--- config.mk ---
export PLATFORM = sky130hd
export DESIGN_NAME = fifo_irq_ctrl
export DESIGN_NICKNAME = d
export VERILOG_FILES = /design/src/rtl/fic_pkg.sv /design/src/rtl/fic_wm_regs.sv /design/src/rtl/fic_cond.sv /design/src/rtl/fic_status.sv /design/src/rtl/fifo_irq_ctrl.sv
export SDC_FILE = /design/constraint.sdc
export NUM_CORES = 1
export LEC_CHECK = 0
export ABC_AREA = 1
export BUFFER_PORTS_ARGS = -buffer_cell sky130_fd_sc_hd__buf_2
export CAP_MARGIN = 0
export CORE_MARGIN = 5
export CORE_UTILIZATION = 44
export DETAILED_ROUTE_END_ITERATION = 8
export PLACE_DENSITY = 0.79
export SYNTH_ARGS = -nofsm -noshare
export SYNTH_HDL_FRONTEND = slang
export SYNTH_SLANG_ARGS = --single-unit
--- constraint.sdc ---
create_clock -name clk -period 1.6 [get_ports clk]
set_input_delay 0.24 -clock clk [delete_from_list [all_inputs] [get_ports clk]]
set_output_delay 0.24 -clock clk [all_outputs]
set_load 0.05 [all_outputs]
--- src/rtl/fic_pkg.sv ---
package fic_pkg;
  localparam int STAT_W      = 7;
  localparam int BIT_TX_LOW  = 2;
  localparam int BIT_TX_FULL = 3;
  localparam int BIT_RX_AVL  = 4;
  localparam logic [STAT_W-1:0] USED_BITS =
    STAT_W'((1 << BIT_TX_LOW) | (1 << BIT_TX_FULL) | (1 << BIT_RX_AVL));
endpackage

--- src/rtl/fic_wm_regs.sv ---
module fic_wm_regs #(
  parameter int CNT_W  = 7,
  parameter int TX_RST = 1,
  parameter int RX_RST = 32
) (
  input  logic             clk,
  input  logic             rst_n,
  input  logic             tx_we,
  input  logic             rx_we,
  input  logic [CNT_W-1:0] wdata,
  output logic [CNT_W-1:0] tx_wm,
  output logic [CNT_W-1:0] rx_wm
);
  localparam logic [CNT_W-1:0] TX_INIT = CNT_W'(TX_RST);
  localparam logic [CNT_W-1:0] RX_INIT = CNT_W'(RX_RST);

  logic [CNT_W-1:0] tx_q, tx_d, rx_q, rx_d;

  always_comb begin
    tx_d = tx_q;
    rx_d = rx_q;
    if (tx_we) tx_d = wdata;
    if (rx_we) rx_d = wdata;
  end

  always_ff @(posedge clk or negedge rst_n) begin
    if (!rst_n) begin
      tx_q <= TX_INIT;
      rx_q <= RX_INIT;
    end else begin
      if (tx_we) tx_q <= tx_d;
      if (rx_we) rx_q <= rx_d;
    end
  end

  assign tx_wm = tx_q;
  assign rx_wm = rx_q;
endmodule

--- src/rtl/fic_cond.sv ---
module fic_cond
  import fic_pkg::*;
#(
  parameter int CNT_W = 7,
  parameter int DEPTH = 63
) (
  input  logic [CNT_W-1:0]  tx_level,
  input  logic [CNT_W-1:0]  rx_level,
  input  logic [CNT_W-1:0]  tx_wm,
  input  logic [CNT_W-1:0]  rx_wm,
  output logic [STAT_W-1:0] cond
);
  localparam logic [CNT_W-1:0] FULL_LVL = CNT_W'(DEPTH);

  always_comb begin
    cond = '0;
    cond[BIT_TX_LOW]  = (tx_level < tx_wm);
    cond[BIT_TX_FULL] = (tx_level == FULL_LVL);
    cond[BIT_RX_AVL]  = (rx_level != '0) && (rx_level >= rx_wm);
  end
endmodule

--- src/rtl/fic_status.sv ---
module fic_status
  import fic_pkg::*;
(
  input  logic              clk,
  input  logic              rst_n,
  input  logic [STAT_W-1:0] cond,
  input  logic              clr_we,
  input  logic              set_msk_we,
  input  logic              clr_msk_we,
  input  logic [STAT_W-1:0] wdata,
  output logic [STAT_W-1:0] stat,
  output logic [STAT_W-1:0] mask,
  output logic              irq
);
  logic [STAT_W-1:0] stat_q, stat_d, mask_q, mask_d;
  logic [STAT_W-1:0] clr_bits, set_bits, off_bits;

  assign clr_bits = clr_we     ? wdata : '0;
  assign set_bits = set_msk_we ? wdata : '0;
  assign off_bits = clr_msk_we ? wdata : '0;

  // a live condition overrides a clear in the same cycle
  always_comb begin
    stat_d = ((stat_q & ~clr_bits) | cond) & USED_BITS;
    mask_d = ((mask_q | set_bits) & ~off_bits) & USED_BITS;
  end

  always_ff @(posedge clk or negedge rst_n) begin
    if (!rst_n) begin
      stat_q <= '0;
      mask_q <= '0;
    end else begin
      stat_q <= stat_d;
      if (set_msk_we || clr_msk_we) mask_q <= mask_d;
    end
  end

  assign stat = stat_q;
  assign mask = mask_q;
  assign irq  = |(stat_q & mask_q);
endmodule

--- src/rtl/fifo_irq_ctrl.sv ---
module fifo_irq_ctrl
  import fic_pkg::*;
#(
  parameter int CNT_W     = 7,
  parameter int DEPTH     = 63,
  parameter int TX_WM_RST = 1,
  parameter int RX_WM_RST = 32
) (
  input  logic              clk,
  input  logic              rst_n,
  input  logic [CNT_W-1:0]  tx_level,
  input  logic [CNT_W-1:0]  rx_level,
  input  logic              wm_tx_we,
  input  logic              wm_rx_we,
  input  logic [CNT_W-1:0]  wm_wdata,
  input  logic              stat_clr_we,
  input  logic              msk_set_we,
  input  logic              msk_clr_we,
  input  logic [STAT_W-1:0] reg_wdata,
  output logic [STAT_W-1:0] stat_rd,
  output logic [STAT_W-1:0] mask_rd,
  output logic [CNT_W-1:0]  tx_wm_rd,
  output logic [CNT_W-1:0]  rx_wm_rd,
  output logic              irq
);
  logic [CNT_W-1:0]  tx_wm, rx_wm;
  logic [STAT_W-1:0] cond;

  fic_wm_regs #(.CNT_W(CNT_W), .TX_RST(TX_WM_RST), .RX_RST(RX_WM_RST)) u_wm (
    .clk(clk), .rst_n(rst_n), .tx_we(wm_tx_we), .rx_we(wm_rx_we),
    .wdata(wm_wdata), .tx_wm(tx_wm), .rx_wm(rx_wm));

  fic_cond #(.CNT_W(CNT_W), .DEPTH(DEPTH)) u_cond (
    .tx_level(tx_level), .rx_level(rx_level), .tx_wm(tx_wm), .rx_wm(rx_wm),
    .cond(cond));

  fic_status u_stat (
    .clk(clk), .rst_n(rst_n), .cond(cond), .clr_we(stat_clr_we),
    .set_msk_we(msk_set_we), .clr_msk_we(msk_clr_we), .wdata(reg_wdata),
    .stat(stat_rd), .mask(mask_rd), .irq(irq));

  assign tx_wm_rd = tx_wm;
  assign rx_wm_rd = rx_wm;
endmodule

==> results of run 1 <==
metal layers:
layer	part of all wire (%)	routed length, um
met1	45	1181
met2	47	1225
met3	7.8	203
met4	0	0
met5	0	0
state kept, by name (all words and copies together), names as in the netlist:
name / count
u_stat.mask: 3
u_stat.stat: 3
u_wm.rx_wm: 7
u_wm.tx_wm: 7
per-stage QoR:
stage	hold slack [ns]	utilization [%]	area, um^2
2_1_floorplan	-0.05559	-	1231
3_3_place_gp	0.2043	54.17	1455
3_5_place_dp	0.2085	54.17	1455
4_1_cts	0.1202	55.89	1501
5_1_grt	0.1040	55.89	1501
6_report	0.1279	55.89	1501
cell type report:
cell class | instances | share of cell area (%)
clock buffers | 4 | 2.417
multi-input cells | 101 | 37.08
repair buffers | 52 | 17.67
well taps | 31 | 2.583
flip-flops and latches | 20 | 33.50
inverters | 27 | 6.750
timing repair:
action,4_1_cts,5_1_grt
endpoints found under the setup margin,0,0
buffers inserted,0,0
endpoints found under the hold margin,18,0
hold buffers,1,0
placed cells by master, fill, tap and decap left out, types with 2 or more instances in the layout:
master,count
buf_2,51
a21oi_1,4
nand3_1,6
conb_1,8
nor2_1,8
o21ai_0,20
nand2_1,35
dfrtp_1,18
ha_1,13
dfstp_2,2
clkbuf_4,3
inv_1,27
o21bai_1,3
worst min path at each step:
stage,start,to,slack (ns)
after floorplan,rst_n,u_stat.mask[2],-0.06
after global placement,rst_n,u_stat.mask[4],0.20
after detailed placement,rst_n,u_wm.rx_wm[6],0.21
after CTS,tx_level[6],u_stat.stat[3],0.12
after global routing,tx_level[6],u_stat.stat[3],0.10
final,tx_level[6],u_stat.stat[3],0.13
kinds of logic after synthesis:
| group | Yosys count | share of synthesized area [%] |
|---|---|---|
| AND/OR/NAND/NOR | 51 | 16.82 |
| buffers and inverters | 37 | 14.23 |
| AO/OA/AOI/OAI | 28 | 12.46 |
| flip-flops | 20 | 41.74 |
| adder cells (fa/ha/maj) | 13 | 13.50 |
| multiplexers | 1 | 0.9345 |
| other | 1 | 0.3112 |
power by group through the flow:
stage          Clock, uW  Combinational (uW)  Sequential [uW]
3_3_place_gp           0                 530              595
2_1_floorplan          0                 230              771
5_1_grt              327                 592              594
3_5_place_dp           0                 537              597
6_report             288                 535              587
4_1_cts              301                 542              588
worst register-to-register path, cell delays in order, from the launching register on:
cell     delay [ns]
dfstp_2        0.55
inv_1          0.05
ha_1           0.26
nand2_1        0.07
inv_1          0.05
a21oi_1        0.13
nand3_1        0.08
nand2_1        0.06
nand2_1        0.04
==> reports/qor.txt, run 1 <==
Run status - finished, final reports clean
Pre-antenna DRT Iters - 4
Seq/Total Area, Yosys - 41.74%
Count of final setup violators - 0
Grt peak-use layer - met2
Worst Setup Path Type - flip-flop to flip-flop
Fillcell total - 269
Clock root cell - clkbuf_4
Worst Path Max Fanout - 2
Fmax - 711.2 MHz
Cell Area, Synth - 1205 um^2
Tot Pwr - 1410 uW
Synth cell count leaders - nand2_1 (35), inv_1 (27), o21ai_0 (20), dfrtp_1 (18), ha_1 (13)
Antenna-violating nets left - 0
EDFF count, synth - 0
Initial core utilization - 44.85%
Wire length per cell - 11.11 um
R2R cell count - 8
Final Max Tran Viols - 0
Starting DRC count in detailed routing - 25
Gpl congestion - 0.7578
Critical path endpoint category - flip-flop
Post-CTS Resized - 0
Critical path, cell by cell - inv_1 -> ha_1 -> nand2_1 -> inv_1 -> a21oi_1 -> nand3_1 -> nand2_1 -> nand2_1
Worst path required time - 1.79 ns
Seq cells post-synth - 20
Num rows - 19
Max IR drop VDD - 0.0005795 V
Ant diodes - 0
Proportion of layout cells with a drive suffix above 1 - 28.43%
Startpoint Class - flip-flop
R2R Path End - u_stat.stat[4]
Final min period - 1.406 ns
Min setup slack post-route - 0.1939 ns
Setup TNS Final - 0 ns
Fin cells - 235
Async set or reset register ratio after synthesis - 100.0%
Via count - 1075
Dpl cells - 230
Logic depth of the worst path, buffers included - 8
Critical path's slowest cell - dfstp_2
Top-area cell type share of the netlist area - 37.38%
FF+latch area - 503.0 um^2
RSZ-0062 raised after global routing - false
Grt ovf - 0
Crit-path max cell delay - 0.55 ns
WP buf/inv - 2
Worst Hold Path Cells - 2
Pre-CTS setup slack - 0.2012 ns
Die width - 62.33 um
Clock network power share - 20.4%
Met3 usage - 4.144%
Final Hold Fails - 0
Die area - 3885 um^2
Initial antenna violation count - 0
Syn Area/Cell - 7.980 um^2
Ports - 64
DRT Wirelength - 2.611 mm
Vias per std cell - 4.574
Die Height - 62.33 um
Reg-to-reg startpoint - u_wm.rx_wm[5]
Area leader, netlist - dfrtp_1
CTS tree - done
Pin count of the biggest net entering global routing - 21
Drc violations - 0
Yosys warns - 0
P_sw - 572.1 uW
Cell-internal power - 837.7 uW
Max clock buf depth - 2
Top_reg_cell synth - dfrtp_1
Total track usage - 13.40%
PortBufs - 51
Synth cell types - 17
CTS Buf Count - 3
Number of global-route vias before repair - 1080
Pwr per Cell Area - 939.0 nW/um^2
Clk_lat worst skew - 0.29 ns
Mapped Cells - 151
Clk sinks - 20
Area of the multi-input gates - 556.8 um^2
Critical path destination - u_stat.stat[4]
Seq pwr share - 41.6%
Top cell family by delay on the critical path - flip-flops
Max Cap Violations - 0
Htree depth - 1
Crit path DAT - 1.60 ns
Critical Path Source - u_wm.rx_wm[5]
Sw frac - 40.58%
HP Class - input pin to flip-flop
Crit-path most repeated cell - nand2_1
Worst-path clk slew - 0.11 ns
Met1 Usage GRT - 17.14%
Final HPWL DP - 2.244 mm
Layout area overhead - 24.61%
Met2 Use GR - 22.02%
Top cells by area, synth - dfrtp_1 (37%), ha_1 (13%), nand2_1 (11%)
Nets - 253
Combinational cell fraction of total power - 37.9%
Worst clock skew - 0.0005700 ns
Total core area - 2686 um^2
Count leader, synth - nand2_1
First-pass GRT wire length - 4.422 mm
Static leakage - 0.0008710 uW
Crit share post-route - 87.88%
Worst reg-to-reg setup slack - 0.19 ns
Power figures use the tool's default switching activity.
==> run 2, diff against run 1 <==
- BUFFER_PORTS_ARGS: -buffer_cell sky130_fd_sc_hd__buf_2 -> -buffer_cell sky130_fd_sc_hd__clkbuf_2
- CORE_UTILIZATION: 44 -> 40
- PLACE_DENSITY: 0.79 -> 0.75
- clock period: 1.6 -> 1.15 ns (I/O delays scaled with it)
==> run 2 against run 1 <==
Compared with the run above: the flow now finishes with violations (setup timing); clock-buffer cell count decreased by 1; core utilization increased by 6.6 points; die area increased by 8.4%; via count increased by 7.4%; maximum frequency increased by 7.2%; first-iteration DRC count decreased by 64%; global-route usage increased by 1.0 points; cell area increased by 24%; setup slack got worse by 0.36 ns; routed wire length increased by 18%; largest power group is now combinational cells; highest routed layer is now met4.
==> reports/qor.txt, run 2 (same netlist as run 1, synthesis figures left out) <==
Max-Slew Margin vs Limit - 66.42%
CTS Buf Count - 3
Fin util - 62.52%
Worst Setup Path Type - flip-flop to flip-flop
Total core area - 2978 um^2
HP Class - input pin to flip-flop
Startpoint Class - flip-flop
PortBufs - 51
Static leakage - 0.0009754 uW
DRT Wirelength - 3.083 mm
Layout area overhead - 54.52%
Fmax - 762.5 MHz
Final Hold Fails - 0
Pin count of the biggest net entering global routing - 21
Grt peak-use layer - met2
Num rows - 20
Nets - 263
Worst-path clk slew - 0.11 ns
Vias per std cell - 4.695
Met1 Usage GRT - 15.48%
Htree depth - 1
Max Cap Violations - 0
Final HPWL DP - 2.380 mm
Final Max Tran Viols - 0
Grt ovf - 0
Clk sinks - 20
Worst slew pin tran - 0.5037 ns
Drc violations - 0
Final min period - 1.311 ns
Clk_lat worst skew - 0.30 ns
Hold Crit Start - wm_wdata[6]
Initial core utilization - 40.46%
Wire length per cell - 12.53 um
R2R Path End - u_stat.stat[4]
Via count - 1155
Die width - 64.89 um
Dpl cells - 239
Proportion of layout cells with a drive suffix above 1 - 46.01%
Number of global-route vias before repair - 1132
Clock root cell - clkbuf_4
Worst clock skew - 0.002674 ns
R2R cell count - 8
Initial antenna violation count - 0
Starting DRC count in detailed routing - 9
Failing checks - setup timing
Count of final setup violators - 9
Total track usage - 14.41%
Critical path endpoint category - flip-flop
Worst Hold Path Cells - 3
Ports - 64
Hold endpoint - u_wm.tx_wm[6]
Max clock buf depth - 2
Crit path DAT - 1.51 ns
Ant diodes - 0
First-pass GRT wire length - 4.712 mm
Met2 Use GR - 27.71%
Worst reg-to-reg setup slack - -0.16 ns
Min setup slack post-route - -0.1614 ns
Pre-antenna DRT Iters - 2
Worst Path Max Fanout - 2
Tot Pwr - 2168 uW
Reg-to-reg startpoint - u_wm.rx_wm[5]
Run status - finished, violations left
Crit share post-route - 114.0%
Max IR drop VDD - 0.0005700 V
Pwr per Cell Area - 1164 nW/um^2
Die Height - 64.89 um
Fin cells - 246
Worst path required time - 1.34 ns
RSZ-0062 raised after global routing - true
Met3 usage - 3.293%
Antenna-violating nets left - 0
Gpl congestion - 0.9051
Commonest non-fill, non-tap cells in the layout - nand2_1 (32), clkbuf_2 (31), inv_1 (21)
CTS tree - done
Die area - 4210 um^2
Leading cell type in the layout, fill and taps excluded - nand2_1
-- run 2: changes by cell type in the layout (fill, tap and decap cells not counted), sizes merged --
cell,before,now
clkbuf,4,47
buf,51,17
-- run 2: per-stage QoR --
step                worst slack [ns]  hold WS, ns  TNS [ns]  instance area, um^2
floorplan                    -0.3102      -0.1231   -0.4165                 1304
detailed placement           -0.1994       0.1653   -0.2068                 1583
CTS                          -0.1870      0.07782   -0.5807                 1789
global route                 -0.2305      0.09675    -1.056                 1862
finish                       -0.1614      0.08782   -0.6045                 1862
global placement             -0.1309       0.1639   -0.1309                 1583
-- run 2: metal layers --
metal,share of wire [%],vias up
met3,5.8,3
li1,-,586
met1,40,530
met5,0,-
met4,0.81,0
met2,53,36
-- run 2: how the worst max path moves through the flow --
stage | end | startpoint | slack (ns) | cells after the start
CTS | u_stat.stat[4] | u_wm.rx_wm[5] | -0.19 | 8
detailed placement | u_stat.stat[4] | u_wm.rx_wm[5] | -0.20 | 8
global placement | u_stat.stat[4] | u_wm.rx_wm[5] | -0.13 | 8
finish | u_stat.stat[4] | u_wm.rx_wm[5] | -0.16 | 8
global route | u_stat.stat[4] | u_wm.rx_wm[5] | -0.23 | 8
floorplan | u_stat.stat[4] | u_wm.rx_wm[5] | -0.31 | 8
-- run 2: what timing repair did --
item / 4_1_cts / 5_1_grt
endpoints found under the setup margin: 13 / 17
pin swaps: 6 / 3
endpoints found under the hold margin: 18 / 0
gates resized for setup: 33 / 24
setup buffers: 1 / 3
hold buffers: 1 / 0
-- run 2: area by class of cell --
class	instances	area, um^2
clock buffer	3	22.52
inverter	27	101.3
tap	33	41.29
fill	284	1116
sequential	20	518.0
timing repair buffer	62	519.2
multi-input combinational	101	659.4
-- run 2: worst max-delay path, cell delays in order, from the launching register on --
cell	delay [ns]
dfstp_2	0.55
inv_2	0.04
ha_4	0.21
nand2_4	0.06
inv_2	0.04
a21oi_2	0.10
nand3_1	0.07
nand2_1	0.07
nand2_1	0.05
-- run 2: where the power goes --
group	switching [uW]	internal (uW)
Clock	217	122
Sequential	49.6	783
Combinational	610	387
Total	876	1290
==> run 3, diff against run 2 <==
- CORE_UTILIZATION: 40 -> 41
- SYNTH_HIERARCHICAL: default -> 1
==> run 3 against run 2 <==
Compared with the run above: the flow still finishes with violations (setup timing); clock skew grew 0.0023 ns; critical path depth grew 2; core utilization grew 7.2 points; power grew 5.7%; maximum frequency shrank 2.1%; non-clock buffer count grew 4; clock-buffer cell count grew 1; register-to-register slack lost 0.03 ns; sequential power grew 1%; critical endpoint is now u_stat/stat[4].
==> reports/qor.txt, run 3 <==
Gpl congestion - 0.7583
CTS Buf Count - 3
Clk sinks - 20
Max Cap Violations - 0
Failing checks - setup timing
Initial antenna violation count - 0
Wire length per cell - 10.99 um
Die Height - 65.99 um
CTS tree - done
Yosys warns - 6
Fillcell total - 255
Worst-path clk slew - 0.10 ns
Ant diodes - 0
Pwr per Cell Area - 1085 nW/um^2
Starting DRC count in detailed routing - 35
Total core area - 3028 um^2
Proportion of layout cells with a drive suffix above 1 - 45.87%
Area of the multi-input gates - 724.4 um^2
Htree depth - 1
DRT Wirelength - 3.142 mm
Worst Setup Path Type - flip-flop to flip-flop
Met3 usage - 4.932%
Critical path endpoint category - flip-flop
Pre-CTS setup slack - -0.2137 ns
HP Class - input pin to flip-flop
Crit path DAT - 1.57 ns
Max clock buf depth - 2
Worst clock skew - 0.004960 ns
RSZ-0062 raised after global routing - true
Clock root cell - clkbuf_4
Antenna-violating nets left - 0
Via count - 1211
Final min period - 1.339 ns
Die width - 65.99 um
Grt ovf - 0
Mapped Cells - 175
Startpoint Class - flip-flop
Layout area overhead - 64.36%
Final HPWL DP - 2.414 mm
Leading cell type in the layout, fill and taps excluded - nand2_1
Pre-antenna DRT Iters - 4
Worst path required time - 1.38 ns
Pin count of the biggest net entering global routing - 21
Ports - 64
First-pass GRT wire length - 5.106 mm
Final Max Tran Viols - 0
Cell Area, Synth - 1285 um^2
Total track usage - 15.20%
Crit share post-route - 116.5%
Fmax - 746.6 MHz
Max IR drop VDD - 0.0007654 V
Num rows - 20
Grt peak-use layer - met2
Initial core utilization - 42.44%
FF+latch area - 520.5 um^2
Drc violations - 0
Min setup slack post-route - -0.1893 ns
Count of final setup violators - 13
Number of global-route vias before repair - 1190
Run status - finished, violations left
Tot Pwr - 2292 uW
Worst Path Max Fanout - 2
Static leakage - 0.001161 uW
PortBufs - 51
Commonest non-fill, non-tap cells in the layout - nand2_1 (75), clkbuf_2 (30), inv_1 (24)
Final Hold Fails - 0
Met2 Use GR - 29.16%
Nets - 291
Die area - 4354 um^2
Syn Area/Cell - 7.343 um^2
Met1 Usage GRT - 16.65%
Vias per std cell - 4.234
Clk_lat worst skew - 0.29 ns
==> run 3: final cells by class <==
cell class | instances | share of cell area, %
repair buffers | 66 | 31.69
clock buffers | 4 | 1.244
multi-input cells | 121 | 34.30
well taps | 44 | 2.607
inverters | 31 | 5.509
flip-flops and latches | 20 | 24.64
==> run 3: layer usage <==
| layer | share of wire [%] | vias to the layer above |
|---|---|---|
| li1 | - | 645 |
| met1 | 37 | 529 |
| met2 | 54 | 35 |
| met3 | 8.3 | 2 |
| met4 | 0.29 | 0 |
| met5 | 0 | - |
==> run 3: per-stage QoR <==
step	cell area, um^2	TNS, ns	hold WS, ns	util (%)	cells
final	2112	-0.5359	0.07476	69.75	286
after detailed placement	1718	-0.2433	0.1548	56.74	279
after CTS	2062	-0.7176	0.06325	68.10	286
after global placement	1718	-0.1938	0.1543	56.74	279
after floorplan	1400	-0.5111	-0.1231	-	182
after global routing	2112	-1.234	0.06256	69.75	286
==> run 3: path summary, 6_finish.rpt <==
kind                                    start              to  slack, ns  cells past startpoint
worst max-delay path            u_wm/rx_wm[5]  u_stat/stat[4]      -0.19                     10
worst min-delay path              wm_wdata[0]   u_wm/tx_wm[0]       0.07                      3
worst max register to register  u_wm/rx_wm[5]  u_stat/stat[4]      -0.19                     10
worst min register to register  u_wm/tx_wm[5]   u_wm/tx_wm[5]       0.51                      2
max in group asynchronous               rst_n   u_wm/tx_wm[4]       0.43                      2
min in group asynchronous               rst_n  u_stat/mask[3]       0.36                      2
==> run 3: what timing repair did <==
item | 4_1_cts | 5_1_grt
pin swaps | 4 | 4
endpoints found under the setup margin | 15 | 22
hold endpoints to repair | 18 | 0
gates resized for setup | 50 | 25
hold buffers | 1 | 0
setup buffers | 3 | 2
==> run 3: critical path, stage by stage, from the launching register on <==
cell and delay [ns]:
dfstp_2 0.55, inv_2 0.04, ha_4 0.26, nand2_4 0.05
nor2_4 0.09, nand3_2 0.06, nand3_1 0.07, nand2_1 0.05
inv_1 0.04, inv_1 0.03, nand2_1 0.05
==> run 3: report_power, final <==
| part | total (uW) | internal (uW) | leakage (uW) | switching [uW] |
|---|---|---|---|---|
| clock | 321 | 135 | 0.0000150 | 186 |
| combinational | 1130 | 484 | 0.000924 | 645 |
| sequential | 843 | 784 | 0.000222 | 59.3 |
| total | 2290 | 1400 | 0.00116 | 890 |
